$ cat src/rtl/spi_chain_pkg.sv
package spi_chain_pkg;

  // strobes from control to datapath
  typedef struct packed {
    logic load;    // capture a new transmit word
    logic sample;  // capture miso (sck about to rise)
    logic shift;   // advance to next bit (sck about to fall)
    logic finish;  // last bit of the word is complete
  } dpCtrl_t;

  typedef enum logic [1:0] {
    ST_IDLE  = 2'd0,
    ST_SHIFT = 2'd1,
    ST_GAP   = 2'd2
  } ctrlState_t;

endpackage

$ cat src/rtl/spi_chain_dp.sv
module spi_chain_dp
  import spi_chain_pkg::*;
#(
  parameter int MAX_BITS = 16,
  parameter int MIN_BITS = 4,
  parameter int LEN_W    = $clog2(MAX_BITS)
) (
  input  logic                clk,
  input  logic                rstN,
  input  dpCtrl_t             ctl,
  input  logic [MAX_BITS-1:0] txData,
  input  logic [LEN_W-1:0]    txLen,
  input  logic                txEof,
  input  logic                txHold,
  input  logic                miso,
  output logic                mosi,
  output logic                lastBit,
  output logic                curEof,
  output logic                curHold,
  output logic                rxValid,
  output logic [MAX_BITS-1:0] rxData,
  output logic                rxEof
);

  localparam logic [LEN_W-1:0] MIN_IDX = LEN_W'(MIN_BITS - 1);

  logic [MAX_BITS-1:0] dataReg;
  logic [MAX_BITS-1:0] rxShift;
  logic [LEN_W-1:0]    bitIdx;
  logic [LEN_W-1:0]    startIdx;

  // short length codes are clamped to the minimum word size
  assign startIdx = (txLen < MIN_IDX) ? MIN_IDX : txLen;
  assign lastBit  = (bitIdx == '0);
  assign mosi     = dataReg[bitIdx];

  always_ff @(posedge clk) begin
    if (!rstN) begin
      dataReg <= '0;
      rxShift <= '0;
      bitIdx  <= '0;
      curEof  <= 1'b0;
      curHold <= 1'b0;
      rxValid <= 1'b0;
      rxData  <= '0;
      rxEof   <= 1'b0;
    end else begin
      rxValid <= ctl.finish;
      if (ctl.finish) begin
        rxData <= rxShift;
        rxEof  <= curEof;
      end
      if (ctl.load) begin
        dataReg <= txData;
        bitIdx  <= startIdx;
        curEof  <= txEof;
        curHold <= txHold;
        rxShift <= '0;
      end else begin
        if (ctl.sample) rxShift <= {rxShift[MAX_BITS-2:0], miso};
        if (ctl.shift)  bitIdx  <= bitIdx - LEN_W'(1);
      end
    end
  end

endmodule

$ cat src/rtl/spi_chain_ctrl.sv
module spi_chain_ctrl
  import spi_chain_pkg::*;
#(
  parameter int DIV_W = 8
) (
  input  logic             clk,
  input  logic             rstN,
  input  logic [DIV_W-1:0] halfDiv,
  input  logic [DIV_W-1:0] frameDelay,
  input  logic             txValid,
  output logic             txReady,
  input  logic             lastBit,
  input  logic             curEof,
  input  logic             curHold,
  output dpCtrl_t          ctl,
  output logic             sck,
  output logic             csN
);

  ctrlState_t       state;
  logic             phase;     // 0: sck low half, 1: sck high half
  logic [DIV_W-1:0] divCnt;
  logic [DIV_W-1:0] gapCnt;
  logic             csActive;

  logic divDone, wordEnd, gapNeeded, chainNow, accept;

  assign divDone   = (divCnt == halfDiv);
  assign wordEnd   = (state == ST_SHIFT) && phase && divDone && lastBit;
  assign gapNeeded = curEof && (frameDelay != '0);
  assign chainNow  = wordEnd && curHold && !gapNeeded;
  assign txReady   = (state == ST_IDLE) || chainNow;
  assign accept    = txValid && txReady;

  always_comb begin
    ctl.load   = accept;
    ctl.sample = (state == ST_SHIFT) && !phase && divDone;
    ctl.shift  = (state == ST_SHIFT) && phase && divDone && !lastBit;
    ctl.finish = wordEnd;
  end

  assign sck = (state == ST_SHIFT) && phase;
  assign csN = !csActive;

  always_ff @(posedge clk) begin
    if (!rstN) begin
      state    <= ST_IDLE;
      phase    <= 1'b0;
      divCnt   <= '0;
      gapCnt   <= '0;
      csActive <= 1'b0;
    end else begin
      case (state)
        ST_IDLE: begin
          if (txValid) begin
            state    <= ST_SHIFT;
            phase    <= 1'b0;
            divCnt   <= '0;
            csActive <= 1'b1;
          end
        end
        ST_SHIFT: begin
          if (!divDone) begin
            divCnt <= divCnt + DIV_W'(1);
          end else begin
            divCnt <= '0;
            phase  <= !phase;
            if (phase && lastBit) begin
              if (gapNeeded) begin
                state    <= ST_GAP;
                gapCnt   <= '0;
                csActive <= curHold;
              end else if (chainNow && txValid) begin
                state <= ST_SHIFT;
              end else begin
                state    <= ST_IDLE;
                csActive <= curHold;
              end
            end
          end
        end
        ST_GAP: begin
          if (!divDone) begin
            divCnt <= divCnt + DIV_W'(1);
          end else begin
            divCnt <= '0;
            if (gapCnt == frameDelay - DIV_W'(1)) state <= ST_IDLE;
            else gapCnt <= gapCnt + DIV_W'(1);
          end
        end
        default: state <= ST_IDLE;
      endcase
    end
  end

endmodule

$ cat src/rtl/spi_chain_master.sv
module spi_chain_master
  import spi_chain_pkg::*;
#(
  parameter int MAX_BITS = 16,
  parameter int MIN_BITS = 4,
  parameter int DIV_W    = 8,
  parameter int LEN_W    = $clog2(MAX_BITS)
) (
  input  logic                clk,
  input  logic                rstN,
  input  logic [DIV_W-1:0]    halfDiv,
  input  logic [DIV_W-1:0]    frameDelay,
  input  logic                txValid,
  output logic                txReady,
  input  logic [MAX_BITS-1:0] txData,
  input  logic [LEN_W-1:0]    txLen,
  input  logic                txEof,
  input  logic                txHold,
  output logic                sck,
  output logic                mosi,
  output logic                csN,
  input  logic                miso,
  output logic                rxValid,
  output logic [MAX_BITS-1:0] rxData,
  output logic                rxEof
);

  dpCtrl_t ctl;
  logic    lastBit, curEof, curHold;

  spi_chain_ctrl #(.DIV_W(DIV_W)) u_ctrl (
    .clk(clk), .rstN(rstN), .halfDiv(halfDiv), .frameDelay(frameDelay),
    .txValid(txValid), .txReady(txReady), .lastBit(lastBit),
    .curEof(curEof), .curHold(curHold), .ctl(ctl), .sck(sck), .csN(csN)
  );

  spi_chain_dp #(.MAX_BITS(MAX_BITS), .MIN_BITS(MIN_BITS), .LEN_W(LEN_W)) u_dp (
    .clk(clk), .rstN(rstN), .ctl(ctl), .txData(txData), .txLen(txLen),
    .txEof(txEof), .txHold(txHold), .miso(miso), .mosi(mosi),
    .lastBit(lastBit), .curEof(curEof), .curHold(curHold),
    .rxValid(rxValid), .rxData(rxData), .rxEof(rxEof)
  );

endmodule

$ cat config.mk
export PLATFORM = sky130hd
export DESIGN_NAME = spi_chain_master
export DESIGN_NICKNAME = d
export VERILOG_FILES = /design/src/rtl/spi_chain_pkg.sv /design/src/rtl/spi_chain_dp.sv /design/src/rtl/spi_chain_ctrl.sv /design/src/rtl/spi_chain_master.sv
export SDC_FILE = /design/constraint.sdc
export NUM_CORES = 1
export LEC_CHECK = 0
export ABC_CLOCK_PERIOD_IN_PS = 2950
export BUFFER_PORTS_ARGS = -buffer_cell sky130_fd_sc_hd__buf_2
export CORE_MARGIN = 1.5
export CORE_UTILIZATION = 45
export DETAILED_ROUTE_END_ITERATION = 16
export PLACE_DENSITY = 0.66
export RECOVER_POWER = 25
export SYNTH_ARGS = -nofsm -noshare
export SYNTH_HDL_FRONTEND = slang
export SYNTH_SLANG_ARGS = --single-unit
$ cat constraint.sdc
create_clock -name clk -period 2.95 [get_ports clk]
set_input_delay 0.59 -clock clk [delete_from_list [all_inputs] [get_ports clk]]
set_output_delay 0.59 -clock clk [all_outputs]
set_load 0.03 [all_outputs]
==> qor.yml <==
cells_and_area:
  area_growth_pct: 17.79
  nets: 559
  drive_gt1_share_pct: 17.35
  antennaDiodeCount: 0
  n_fill_cell: 748
  final_core_util_pct: 55.00
timing:
  post-route-period-util_pct: 94.22
  fin_crit_ps: 2779
  slew_violations: 0
  hold_viol_final: 0
  slew_headroom_pct: 40.96
  setup-violations-final: 0
  fmax_mhz: 359.8
  finClkSkew_ps: 8.329
  worst_pin_slew_ps: 885.5
  holdWs_ps: 456.0
floorplan:
  initial_core_util_pct: 46.70
  num_rows: 32
  core-area_sq_um: 7727
  pin_count: 64
  dieArea_sq_um: 8565
  chipHeight_um: 92.55
  die_w_um: 92.55
detailed_routing:
  drt_pass1_iterations: 4
  vias: 3164
  route.detailed.drc: 0
  viasPerCell: 5.145
  ant_nets: 0
  wl_per_cell_um: 12.78
  drt-total-wl_mm: 7.859
  drt_iter0_markers: 108
setup_path:
  rr_worst_depth: 9
  rrSetupSlack_ps: 380
  crit_family: "simple AND/OR/NAND/NOR gates"
  path_buf_inv: 2
  reg2reg_to: "u_ctrl.gapCnt[4]"
  critical_path_class: "flip-flop to output pin"
  path_cells: "inv_1 > ha_1 > and2_1 > nand2_1 > or3_1 > o21bai_2 > clkbuf_4"
  worstPathRequired_ps: 2360
  start_kind: "flip-flop"
  r2r-start: "u_ctrl.state[1]"
  crit_arrival_ps: 2190
  cp_slowest_cell: "or3_1"
  crit_fanout: 6
  max_stage_delay_ps: 420
  critPathCaptureType: "output pin"
pwr:
  p_leak_uw: 0.001574
  power.density_nw_per_um2: 525.5
  peakVddDrop_mv: 0.3382
clock_tree:
  ctsResizeCount: 1
  clk_latency_ps: 360
  htreeDepth: 3
  cts_tree: "yes"
  numCtsBuffers: 9
  clk_root_buffer_cell: "clkbuf_8"
  cts_sinks: 76
  path_clk_slew_ps: 80
  cts_max_path_buffers: 2
  postCtsHoldBufs: 0
  cts_setup_buffers: 0
yosys:
  syn_area_sq_um: 3608
  async_reset_ff_share_pct: 0
  ys_seq_area_share_pct: 42.16
  synth_cell_type_count: 46
  syn_avg_cell_area_sq_um: 8.127
  ys_seq_elements: 76
  ys_warn_count: 0
  synth-edff-count: 0
  syn-num-nets: 495
  syn_inst: 444
  synth-main-ff-cell: "dfxtp_1"
place:
  place_congestion: 0.8184
  io_buffers: 63
  dp_hpwl_mm: 5.620
min_path:
  min_path_cells: 2
  hold_path.class: "flip-flop to flip-flop"
  hold_start: "u_dp.rxData[11]"
  hold_end: "u_dp.rxData[11]"
status:
  status: "complete, no violations"
global_route:
  grt_pass1_wl_mm: 13.43
  grt_max_degree: 34
  grtUsageTotal_pct: 19.47
  grt_pass1_vias: 2963
  antenna_found_initial: 0
  grt_remaining_overflow: 0
flow_run:
  drv_cap: 0
==> flip-flops by register name, summed over array words and instances, names as in the netlist <==
name / count
u_ctrl.state: 2
u_dp.rxData: 16
u_ctrl.gapCnt: 8
u_dp.curEof: 1
u_dp.dataReg: 16
u_dp.curHold: 1
u_dp.rxShift: 16
u_dp.rxValid: 1
u_ctrl.divCnt: 8
u_ctrl.phase: 1
u_dp.rxEof: 1
u_ctrl.csActive: 1
u_dp.bitIdx: 4
==> layer usage <==
| layer | track usage (%) | vias to the layer above | routed length, um |
|---|---|---|---|
| met4 | 5.641 | 0 | 70 |
| met1 | 24.97 | 1471 | 3798 |
| met2 | 31.62 | 46 | 3641 |
| met3 | 5.747 | 6 | 349 |
| li1 | - | 1641 | - |
| met5 | 0 | - | 0 |
==> power breakdown <==
group          switching [uW]  leakage (uW)  internal, uW
clock network             395      0.000104           394
registers                32.0      0.000617          1060
logic                     193      0.000853           156
total                     620       0.00157          1610
==> cell usage after synthesis, types with 2 or more instances <==
master,number,area (sq um)
dfxtp_1,76,1521
nand2_1,119,446.7
ha_1,9,112.6
xnor2_1,19,166.4
or4_1,6,45.04
nand3b_1,2,15.01
nor3_1,8,40.04
nand3_1,4,20.02
buf_4,2,15.01
o31ai_1,5,37.54
mux2i_1,2,20.02
clkbuf_1,19,71.32
mux4_2,5,112.6
xor2_1,9,78.83
nand2b_1,3,18.77
mux2_2,2,22.52
o211ai_1,2,15.01
nor2b_1,4,25.02
o21ai_0,6,30.03
or3_1,5,31.28
nor2_1,19,71.32
nor4_1,3,18.77
nand4_1,8,50.05
buf_2,2,10.01
o211a_1,2,20.02
a211oi_1,5,37.54
and2_1,3,18.77
inv_1,13,48.80
o22ai_1,2,12.51
a21oi_1,64,320.3
==> cell usage in the layout, fill, tap and decap left out, drive strengths merged, types with 5 or more instances in the layout <==
cell type  count
dfxtp         76
or3            5
nor2b          5
ha             9
a21oi         64
nand2        119
mux4           5
a211oi         5
nor3           8
xor2           9
nand4          8
clkbuf        30
o31ai          5
nor2          19
inv           14
or4            7
buf           55
xnor2         19
o21ai          7
clkinv         5
==> worst reg2reg max path, delay by kind of cell, from the launching register on <==
| kind | cells | cell delay [ps] |
|---|---|---|
| AND/OR/NAND/NOR | 3 | 760 |
| AO/OA/AOI/OAI | 2 | 440 |
| buffers and inverters | 3 | 680 |
| adder cells (fa/ha/maj) | 1 | 260 |
| flip-flops | 1 | 330 |
==> kinds of logic (layout without fill, tap and decap cells) <==
kind of cell | Yosys count | in the layout | share of synthesized area, %
flip-flops | 76 | 76 | 42.16
multiplexers | 9 | 9 | 4.300
buffers and inverters | 36 | 105 | 4.022
XOR/XNOR | 28 | 28 | 6.796
adder cells (fa/ha/maj) | 9 | 9 | 3.121
AND/OR/NAND/NOR | 190 | 190 | 23.72
AO/OA/AOI/OAI | 96 | 96 | 15.88
==> per-stage QoR <==
step	worst slack [ps]	std cells	TNS, ps	cell area [sq um]	total power, uW
final	170.7	615	0	4250	2234
after global routing	-2.369	615	-2.369	4250	2347
after CTS	51.46	615	0	4268	2254
after detailed placement	87.24	599	0	4064	1462
after global placement	190.9	599	0	4064	1454
after floorplan	273.3	444	0	3608	1357
==> worst max path at each step <==
stage                    startpoint                to  cells after the start
floorplan            u_dp.bitIdx[0]   u_dp.rxShift[0]                     11
global placement      frameDelay[3]  u_ctrl.gapCnt[7]                      7
detailed placement    frameDelay[0]  u_ctrl.gapCnt[0]                     10
CTS                  u_dp.bitIdx[1]           txReady                      7
global route        u_ctrl.state[1]           txReady                      7
finish              u_ctrl.state[1]           txReady                      7
==> cell type report <==
| class | instances | area, sq um | area share (%) |
|---|---|---|---|
| Tap cell | 102 | 127.6 | 3.003 |
| Sequential cell | 76 | 1523 | 35.83 |
| Clock inverter | 7 | 75.07 | 1.766 |
| Timing Repair Buffer | 76 | 387.9 | 9.126 |
| Clock buffer | 9 | 123.9 | 2.914 |
| Inverter | 13 | 48.80 | 1.148 |
| Multi-Input combinational cell | 332 | 1964 | 46.22 |
No activity file was read; power rests on OpenSTA's default activity.
